<file path="src/rtl/rng_csr_pkg.sv">
package rng_csr_pkg;
  localparam int OFF_CTRL = 0;
  localparam int OFF_STAT = 4;
  localparam int OFF_DATA = 8;

  localparam int CTRL_GEN_BIT = 2;
  localparam int CTRL_IE_BIT  = 3;

  localparam int ST_RDY_BIT    = 0;
  localparam int ST_CE_LIVE    = 1;
  localparam int ST_SE_LIVE    = 2;
  localparam int ST_CE_STICKY  = 5;
  localparam int ST_SE_STICKY  = 6;
  localparam int ST_FIELD_W    = 7;

  localparam int N_ERR    = 2;
  localparam int ERR_CLK  = 0;
  localparam int ERR_SEED = 1;

  function automatic logic sticky_next(input logic cur, input logic rise,
                                       input logic clr);
    return rise | (cur & ~clr);
  endfunction

  function automatic logic irq_level(input logic ie, input logic rdy,
                                     input logic [N_ERR-1:0] sticky);
    return ie & (rdy | (|sticky));
  endfunction

  function automatic logic [ST_FIELD_W-1:0] pack_status(
      input logic rdy, input logic [N_ERR-1:0] live,
      input logic [N_ERR-1:0] sticky);
    logic [ST_FIELD_W-1:0] s;
    s = '0;
    s[ST_RDY_BIT]   = rdy;
    s[ST_CE_LIVE]   = live[ERR_CLK];
    s[ST_SE_LIVE]   = live[ERR_SEED];
    s[ST_CE_STICKY] = sticky[ERR_CLK];
    s[ST_SE_STICKY] = sticky[ERR_SEED];
    return s;
  endfunction
endpackage

</file>
<file path="src/rtl/rng_ctrl_bank.sv">
module rng_ctrl_bank #(
  parameter int BUS_W = 32
) (
  input  logic             clk,
  input  logic             rst_n,
  input  logic             wr_en,
  input  logic [BUS_W-1:0] wdata,
  output logic             gen_en,
  output logic             irq_en
);
  import rng_csr_pkg::*;

  always_ff @(posedge clk) begin
    if (!rst_n) begin
      gen_en <= 1'b0;
      irq_en <= 1'b0;
    end else if (wr_en) begin
      gen_en <= wdata[CTRL_GEN_BIT];
      irq_en <= wdata[CTRL_IE_BIT];
    end
  end
endmodule

</file>
<file path="src/rtl/rng_err_track.sv">
module rng_err_track #(
  parameter int N = 2
) (
  input  logic         clk,
  input  logic         rst_n,
  input  logic [N-1:0] live,
  input  logic [N-1:0] clr,
  output logic [N-1:0] rise,
  output logic [N-1:0] sticky
);
  import rng_csr_pkg::*;

  logic [N-1:0] prev_q;

  for (genvar g = 0; g < N; g++) begin : g_ch
    assign rise[g] = live[g] & ~prev_q[g];

    always_ff @(posedge clk) begin
      if (!rst_n) begin
        prev_q[g] <= 1'b0;
        sticky[g] <= 1'b0;
      end else begin
        prev_q[g] <= live[g];
        sticky[g] <= sticky_next(sticky[g], rise[g], clr[g]);
      end
    end
  end
endmodule

</file>
<file path="src/rtl/rng_data_path.sv">
module rng_data_path #(
  parameter int BUS_W = 32
) (
  input  logic             clk,
  input  logic             rst_n,
  input  logic             gen_en,
  input  logic             src_valid,
  input  logic [BUS_W-1:0] src_word,
  input  logic             rd_pop,
  input  logic             seed_rise,
  output logic [BUS_W-1:0] data_q,
  output logic             rdy,
  output logic             halted,
  output logic             cap_evt
);
  assign cap_evt = src_valid & gen_en & ~halted;

  always_ff @(posedge clk) begin
    if (!rst_n) begin
      data_q <= '0;
      rdy    <= 1'b0;
      halted <= 1'b0;
    end else begin
      if (cap_evt) data_q <= src_word;

      if (!gen_en)      rdy <= 1'b0;
      else if (cap_evt) rdy <= 1'b1;
      else if (rd_pop)  rdy <= 1'b0;

      if (seed_rise)    halted <= 1'b1;
      else if (!gen_en) halted <= 1'b0;
    end
  end
endmodule

</file>
<file path="src/rtl/rng_csr_top.sv">
module rng_csr_top #(
  parameter int BUS_W  = 32,
  parameter int ADDR_W = 4
) (
  input  logic              clk,
  input  logic              rst_n,
  input  logic [ADDR_W-1:0] bus_addr,
  input  logic              bus_we,
  input  logic [BUS_W-1:0]  bus_wdata,
  input  logic              bus_re,
  output logic [BUS_W-1:0]  bus_rdata,
  input  logic              src_valid,
  input  logic [BUS_W-1:0]  src_word,
  input  logic              src_clk_err,
  input  logic              src_seed_err,
  output logic              irq
);
  import rng_csr_pkg::*;

  localparam logic [ADDR_W-1:0] A_CTRL = ADDR_W'(OFF_CTRL);
  localparam logic [ADDR_W-1:0] A_STAT = ADDR_W'(OFF_STAT);
  localparam logic [ADDR_W-1:0] A_DATA = ADDR_W'(OFF_DATA);

  logic             sel_ctrl, sel_stat, sel_data;
  logic             wr_ctrl, wr_stat, rd_pop;
  logic             gen_en, irq_en;
  logic [N_ERR-1:0] err_live, err_clr, err_rise, err_sticky;
  logic [BUS_W-1:0] data_q;
  logic             rdy, halted, cap_evt;
  logic [BUS_W-1:0] ctrl_word, stat_word;

  assign sel_ctrl = (bus_addr == A_CTRL);
  assign sel_stat = (bus_addr == A_STAT);
  assign sel_data = (bus_addr == A_DATA);
  assign wr_ctrl  = bus_we & sel_ctrl;
  assign wr_stat  = bus_we & sel_stat;
  assign rd_pop   = bus_re & sel_data;

  assign err_live[ERR_CLK]  = src_clk_err;
  assign err_live[ERR_SEED] = src_seed_err;
  assign err_clr[ERR_CLK]   = wr_stat & ~bus_wdata[ST_CE_STICKY];
  assign err_clr[ERR_SEED]  = wr_stat & ~bus_wdata[ST_SE_STICKY];

  rng_ctrl_bank #(.BUS_W(BUS_W)) u_ctrl (
    .clk    (clk),
    .rst_n  (rst_n),
    .wr_en  (wr_ctrl),
    .wdata  (bus_wdata),
    .gen_en (gen_en),
    .irq_en (irq_en)
  );

  rng_err_track #(.N(N_ERR)) u_err (
    .clk    (clk),
    .rst_n  (rst_n),
    .live   (err_live),
    .clr    (err_clr),
    .rise   (err_rise),
    .sticky (err_sticky)
  );

  rng_data_path #(.BUS_W(BUS_W)) u_data (
    .clk       (clk),
    .rst_n     (rst_n),
    .gen_en    (gen_en),
    .src_valid (src_valid),
    .src_word  (src_word),
    .rd_pop    (rd_pop),
    .seed_rise (err_rise[ERR_SEED]),
    .data_q    (data_q),
    .rdy       (rdy),
    .halted    (halted),
    .cap_evt   (cap_evt)
  );

  always_comb begin
    ctrl_word = '0;
    ctrl_word[CTRL_GEN_BIT] = gen_en;
    ctrl_word[CTRL_IE_BIT]  = irq_en;
    stat_word = BUS_W'(pack_status(rdy, err_live, err_sticky));
  end

  always_comb begin
    if (sel_ctrl)      bus_rdata = ctrl_word;
    else if (sel_stat) bus_rdata = stat_word;
    else if (sel_data) bus_rdata = data_q;
    else               bus_rdata = '0;
  end

  assign irq = irq_level(irq_en, rdy, err_sticky);
endmodule

</file>
<file path="config.mk">
export PLATFORM = sky130hd
export DESIGN_NAME = rng_csr_top
export DESIGN_NICKNAME = d
export VERILOG_FILES = /design/src/rtl/rng_csr_pkg.sv /design/src/rtl/rng_ctrl_bank.sv /design/src/rtl/rng_err_track.sv /design/src/rtl/rng_data_path.sv /design/src/rtl/rng_csr_top.sv
export SDC_FILE = /design/constraint.sdc
export NUM_CORES = 1
export LEC_CHECK = 0
export BUFFER_PORTS_ARGS = -buffer_cell sky130_fd_sc_hd__buf_2
export CAP_MARGIN = 25
export CORE_MARGIN = 2
export CORE_UTILIZATION = 48
export CTS_BUF_LIST = sky130_fd_sc_hd__clkbuf_16
export DETAILED_ROUTE_END_ITERATION = 6
export HOLD_SLACK_MARGIN = 0.03
export PLACE_DENSITY = 0.88
export SLEW_MARGIN = 30
export SYNTH_ARGS = -nofsm -noshare
export SYNTH_HDL_FRONTEND = slang
export SYNTH_HIERARCHICAL = 1
export SYNTH_SLANG_ARGS = --single-unit
</file>
<file path="constraint.sdc">
create_clock -name clk -period 2.57 [get_ports clk]
set_clock_uncertainty 0.15 [all_clocks]
set_input_delay 0.3855 -clock clk [delete_from_list [all_inputs] [get_ports clk]]
set_output_delay 0.3855 -clock clk [all_outputs]
set_load 0.05 [all_outputs]
</file>
# == Word-level counts from Yosys, hierarchy flattened ==
# Index checks and enable logic that the tools add are counted.
# word_totals
reg_bits,40
out_inout_bits,33
word_cells,45
# classes
n_eq_ne,3
n_mux,7
bitwise_logic,22
n_reduce_logical,4
# op_table
cell,count
2-to-1 mux 32 bit,3
AND 1 bit,12
inverter 1 bit,7
"== test 4 x 3 -> 1 bit, second input constant",1
"== test 4 bit, second input constant",1
zero test 4 bit,1
2-to-1 mux 1 bit,4
bitwise OR 1 bit,3
"inequality test 2 x 1 -> 1 bit, second input constant",1
AND reduction 2 bit,1
nonzero test 2 bit,1
OR reduction 2 bit,1

# == Depth between registers and ports, before layout ==
# Gate-level depths: netlist of run 1.
# logic_depth
depth_word,6
mapped_depth,6
ltp_nobuf,5

# == Hierarchy ==
# Netlist of run 1, hierarchy kept.
# modules_own_cells
mod,instances,cells_each,area_each_um2
rng_data_path,1,148,1386.3
rng_csr_top,1,56,397.9
rng_err_track,1,12,150.1
rng_ctrl_bank,1,6,72.6

# == Worst setup path after synthesis of run 1 ==
# No wires, ideal clock.
# synth_path
kind,input port to output port
from,in bus_addr[2]
to,out bus_rdata[2]
arrival_time_ps,1985
slack_ps,50
path_stages,3
path_buffers,1
path_cell_list,clkbuf_1 > a211oi_1 > a211oi_1
# synth_via
elab_chain_cells,4
# synth_rtl
item,line_no,source
"start, declared",rng_csr_top.sv:7,"input logic [ADDR_W-1:0] bus_addr,"
== test 4 bit,rng_csr_top.sv:34,assign sel_data = (bus_addr == A_DATA);
2-to-1 mux 32 bit,rng_csr_top.sv:86,else if (sel_data) bus_rdata = data_q;
2-to-1 mux 32 bit,rng_csr_top.sv:85,else if (sel_stat) bus_rdata = stat_word;
2-to-1 mux 32 bit *,rng_csr_top.sv:84,if (sel_ctrl) bus_rdata = ctrl_word;
"end, declared",rng_csr_top.sv:11,"output logic [BUS_W-1:0] bus_rdata,"
# Every way passes the cells marked *; elsewhere a longest branch is shown, timed or not.

# == Final worst setup path of run 1 ==
# layout_path
from,in bus_addr[1]
to,out bus_rdata[10]
# Same word-level chain as after synthesis.

==> impl_results.md, run 1 <==
* Status: complete, no violations
* Global route overflow at 0
* Post-DP HPWL at 3010 um
* Largest net degree at the start of global routing at 39
* Core area at 4000 sq um
* Adder-Cell Fraction of Synth Area at 0%
* Wire per inst at 11.8 um
* Avg Cell Area, Syn at 9.04 sq um
* DR DRC count at 0
* Post-synth cell types at 23
* Min-Delay Endpoint: u_data/data_q[16]
* Commonest cells after routing, fill and taps aside: buf_2 (79), nand2_1 (66), dfxtp_1 (40)
* Hold Violations, Final at 0
* Total setup buffers inserted after CTS at 0
* Clock sink total at 40
* Area occupied by multi-input gates at 1060 sq um
* Seq/Total Area, Yosys at 39.9%
* CTS tree: done
* RSZ-0062 raised after global routing: no
* Yosys warning total at 6
* Final period util at 88.3%
* Syn Nets at 297
* Pwr Total at 0.00142 W
* Final setup violating endpoints at 0
* Sw frac at 20.3%
* XOR/XNOR Fraction of Synth Area at 0%
* Initial antenna violation count at 0
* GRT Total Usage at 17.4%
* H-tree depth at 2
* Die Y-Extent at 68.7 um
* Setup crit start kind: primary input
* Hold Path Class: primary input to flip-flop
* CTS clk-pin slew, worst paths at 60 ps
* Clk Tree Root Cell: clkbuf_16
* First-pass GRT wire length at 6170 um
* Maxcap violations at 0
* Synthesized instance count at 222
* Max Transition Viols Final at 0
* Initial DRC Count at 31
* DR pass1 iterations at 4
* Highest clock rate at 441 MHz
* Mux cell area share after synthesis at 17.5%
* Flop pwr share at 44.7%
* Die area at 4710 sq um
* Worst hold start: src_word[16]
* Vias per Instance at 4.79
* Combinational power share at 7.6%
* Most common cell after layout, fill and taps aside: buf_2
* Post-route ant nets at 0
* Leakage at 1.13 nW
* I/O pin count at 108
* Starting density of the core at 50.2%
* Seq cells post-synth at 40
* R2R depth at 3
* Min cycle time layout at 2270 ps
* Register area at 801 sq um
* Worst r2r src: u_ctrl/gen_en
* Clk buf depth at 2
* Via count at 1657
* Worst VDD drop at 0.302 mV
* Post-CTS sizing at 0
* Simple-gate share of the synthesized area at 31.5%
* Area growth from synthesis to layout at 26.1%
* Crit path DAT at 1730 ps
* RD Place Congestion at 0.694
* Worst-margin pin slew at 585 ps
* Worst Path Max Fanout at 27
* Power Density at 560 nW/um^2
* Number of cells on the worst hold path at 3
* Crit path kind: primary input to output pin
* Clk pwr share at 47.8%
* Main combinational cell family by area after synthesis: simple AND/OR/NAND/NOR gates
* Synth Area in Compound Gates at 3.93%
* CTS Buf Count at 5
* Sw power at 0.000288 W
* Critical Path Sink Type: output pin
* Filler cells at 345
* Pint at 0.00113 W
* Clock Latency Late Sink at 270 ps
* PortBufs at 79
* Vias in the first global route at 1484
* Reg2reg end: u_data/data_q[13]
* Antenna fix cells at 0
* Layout cells sized above 1 at 38.5%
* Die width at 68.7 um
* FP Rows at 23
* Final Net Count at 370
* Mapped cell area at 2010 sq um
* Crit path required time at 2030 ps
* Reg2Reg Setup Slack at 950 ps
* Slew headroom at 61.0%
* Post-route setup TNS at 0 ps
* Drt total wl at 4090 um
* # hold bufs at CTS at 0
power by group through the flow:
stage	clock [W]	combinational, W	sequential [W]
global placement	0	0.000106	0.000646
floorplan	0	0.0000651	0.000645
detailed placement	0	0.000108	0.000647
global route	0.000717	0.000120	0.000633
finish	0.000677	0.000108	0.000633
CTS	0.000697	0.000109	0.000633
cells by family (layout without fill, tap and decap cells):
kind of cell / Yosys count / in the layout
multiplexers: 35 / 35
AND/OR/NAND/NOR: 120 / 120
flip-flops: 40 / 40
AO/OA/AOI/OAI: 11 / 11
buffers and inverters: 16 / 90
synthesized netlist by cell type:
cell type  instances  area share [%]
clkbuf_1           4            0.75
nor2_1             6             1.1
dfxtp_1           40              40
a22oi_1            4             1.5
buf_12             3             3.0
a211oi_1           2            0.75
buf_6              4             2.2
nor3_1             1            0.25
or2_1              1            0.31
nor2b_4            2             1.4
and3b_1            1            0.44
o21a_1             2            0.75
nand2_1           66              12
and2_2            22             8.2
and2_1             7             2.2
nor2b_1            8             2.5
mux2i_1           35              17
nor4b_1            2            0.87
nand2b_1           3            0.94
a21oi_1            2            0.50
nor3b_4            1            0.94
o31a_1             1            0.44
buf_2              5             1.2
worst max-delay path by stage:
stage,startpoint,to,slack (ps),cells past startpoint
global route,bus_addr[1],bus_rdata[27],190,6
CTS,bus_addr[1],bus_rdata[27],290,6
global placement,bus_addr[1],bus_rdata[9],290,6
floorplan,bus_addr[2],bus_rdata[2],50,3
detailed placement,bus_addr[1],bus_rdata[27],290,6
finish,bus_addr[1],bus_rdata[10],300,6
worst max-delay path, cell delays in order:
cell and delay (ps):
buf_2 100, or2_1 330, nor3b_4 200, buf_4 260, and2_2 180, buf_2 250
through the flow:
stage | utilization (%) | setup slack (ps) | instance area (sq um) | std cells | hold slack, ps
6_report | 63.3 | 302 | 2530 | 346 | 200
5_1_grt | 63.3 | 190 | 2530 | 346 | 203
4_1_cts | 63.3 | 287 | 2530 | 346 | 191
3_5_place_dp | 59.2 | 290 | 2370 | 338 | 296
3_3_place_gp | 59.2 | 294 | 2370 | 338 | 287
2_1_floorplan | - | 49.5 | 2010 | 222 | 280
final cells by class:
| type | instances | share of cell area [%] |
|---|---|---|
| Multi-Input combinational cell | 166 | 42.0 |
| Sequential cell | 40 | 31.6 |
| Timing Repair Buffer | 82 | 17.5 |
| Clock buffer | 5 | 4.94 |
| Tap cell | 50 | 2.47 |
| Clock inverter | 3 | 1.48 |
registers in the layout, indices dropped and copies added (netlist names):
| register | flops |
|---|---|
| u_ctrl/gen_en | 1 |
| u_data/data_q | 32 |
| u_ctrl/irq_en | 1 |
| u_data/rdy | 1 |
| u_err/prev_q | 2 |
| u_err/sticky | 2 |
| u_data/halted | 1 |
metal layers:
| metal | share of wire (%) | GRT usage, % | vias up |
|---|---|---|---|
| met5 | 0 | 0 | - |
| met4 | 1.1 | 6.75 | 0 |
| met3 | 5.7 | 3.41 | 4 |
| met2 | 49 | 31.3 | 48 |
| met1 | 44 | 20.0 | 740 |
| li1 | - | - | 865 |
Power figures use the tool's default switching activity.
==> run 2: changes to the inputs <==
==> constraint.sdc (replaced) <==
create_clock -name clk -period 2.57 [get_ports clk]
set_clock_uncertainty 0.15 [all_clocks]
set_input_delay 0.257 -clock clk [delete_from_list [all_inputs] [get_ports clk]]
set_output_delay 0.257 -clock clk [all_outputs]
set_load 0.05 [all_outputs]
==> run 2 against run 1 <==
Net effect: global-route usage is 0.38 points higher; register-to-register slack better by 90 ps; flip-flop and latch count stayed put; critical path depth stayed put; sequential share of layout area is 0.40 points higher; core utilization is 0.78 points lower; routed wire length is 1.7% lower; combinational power hardly changed; via count is 0.66% lower; setup slack better by 260 ps; critical endpoint is now bus_rdata[15].
==> impl_results.md, run 2 (same netlist as run 1, synthesis figures left out) <==
* Top flop regs: u_data/data_q (32), u_err/prev_q (2), u_err/sticky (2)
* DR pass1 iterations at 4 (unchanged)
* GRT Total Usage at 17.7% (+0.38 points)
* Power Density at 521 nW/um^2 (-7.0%)
* CTS clk-pin slew, worst paths at 60 ps (about the same)
* Setup crit start kind: primary input
* I/O pin count at 108 (unchanged)
* # hold bufs at CTS at 0 (unchanged)
* PortBufs at 79 (unchanged)
* Worst Path Max Fanout at 27 (unchanged)
* Die area at 4710 sq um (unchanged)
* Max reg flops at 32 (unchanged)
* Critical Path Sink Type: output pin
* Worst VDD drop at 0.310 mV (+2.4%)
* H-tree depth at 2 (unchanged)
* Clock Latency Late Sink at 270 ps (about the same)
* Antenna fix cells at 0 (unchanged)
* RD Place Congestion at 0.681 (-1.9%)
* Layout cells sized above 1 at 38.4% (-0.13 points)
* Core area at 4000 sq um (unchanged)
* Crit path required time at 2160 ps (+130 ps)
* Total setup buffers inserted after CTS at 0 (unchanged)
* Vias in the first global route at 1464 (-1.3%)
* Initial DRC Count at 48 (+55%)
* Slew headroom at 63.2% (+2.2 points)
* Highest clock rate at 498 MHz (+13%)
* Max Transition Viols Final at 0 (unchanged)
* Area growth from synthesis to layout at 24.6%
* Via count at 1646 (-0.66%)
* Post-route setup TNS at 0 ps (unchanged)
* CTS Buf Count at 5 (unchanged)
* Crit path kind: primary input to output pin
* Final Net Count at 371 (+0.27%)
* Clk Tree Root Cell: clkbuf_16
* Crit path DAT at 1600 ps (-130 ps)
* Hold Path Class: primary input to flip-flop
* Status: complete, no violations
* Final setup violating endpoints at 0 (unchanged)
* Clk buf depth at 2 (unchanged)
* Post-DP HPWL at 2910 um (-3.5%)
* Initial antenna violation count at 0 (unchanged)
* Drt total wl at 4020 um (-1.7%)
* Vias per Instance at 4.74 (-0.95%)
* Most common cell after layout, fill and taps aside: buf_2
* Utilization after layout at 62.5% (-0.78 points)
* Post-route ant nets at 0 (unchanged)
* DR DRC count at 0 (unchanged)
* Commonest cells after routing, fill and taps aside: buf_2 (79), nand2_1 (66), dfxtp_1 (40)
* RSZ-0062 raised after global routing: no
* First-pass GRT wire length at 6230 um (+1.0%)
* Post-CTS sizing at 0 (unchanged)
* Hold Violations, Final at 0 (unchanged)
* Starting density of the core at 50.2% (unchanged)
* Most flops, register: u_data/data_q
* Global route overflow at 0 (unchanged)
* Wire per inst at 11.6 um (-2.0%)
* Final period util at 78.1% (-10 points)
* Clock sink total at 40 (unchanged)
* CTS tree: done
* Leakage at 1.13 nW (-0.43%)
* FP Rows at 23 (unchanged)
* Maxcap violations at 0 (unchanged)
* Largest net degree at the start of global routing at 32 (-18%)
* Min cycle time layout at 2010 ps (-262 ps)
* Die width at 68.7 um (unchanged)
* Die Y-Extent at 68.7 um (unchanged)
* Worst-margin pin slew at 544 ps (-40.3 ps)
==> run 2: cell count changes in the layout (fill, tap and decap cells not counted), sizes merged <==
cell and change:
inv +2, buf +1, bufinv -1, clkinv -1
==> run 2: critical path: stages <==
cell     delay (ps)
buf_2           100
or2_1           330
nor3b_4         200
buf_4           260
and2_2          180
buf_2           260
==> run 2: final cells by class <==
type / instances / area (sq um)
fillers: 338 / 1500
multi-input cells: 166 / 1060
flip-flops and latches: 40 / 801
repair buffers: 83 / 438
clock buffers: 5 / 125
well taps: 50 / 62.6
clock inverters: 3 / 11.3
==> run 2: report_power, final <==
group,switching [W],total (W),internal [W]
sequential,0.00000480,0.000633,0.000628
combinational,0.0000556,0.000106,0.0000506
clock,0.000215,0.000564,0.000348
==> run 2: final timing paths <==
path	from	end	slack, ps	cells past startpoint
min	src_word[22]	u_data/data_q[22]	70	3
max reg2reg	u_ctrl/gen_en	u_data/data_q[18]	1040	3
min reg2reg	u_data/data_q[20]	u_data/data_q[20]	300	2
max	bus_addr[1]	bus_rdata[15]	560	6
==> run 2: metal layers <==
layer / vias up / global-route usage, % / wire [um]
li1: 860 / - / -
met1: 730 / 20.6 / 1780
met2: 49 / 31.6 / 1970
met3: 7 / 3.90 / 219
met4: 0 / 6.75 / 56
met5: - / 0 / 0
==> run 2: through the flow <==
step           cell area, sq um  total power (W)  hold WS [ps]  setup WS, ps  cells
4_1_cts                    2500          0.00132          66.8           546    347
3_3_place_gp               2360         0.000750           287           555    339
5_1_grt                    2500          0.00136          72.6           451    347
3_5_place_dp               2360         0.000753           294           549    339
2_1_floorplan              2010         0.000710           225           307    222
6_report                   2500          0.00130          71.6           564    347
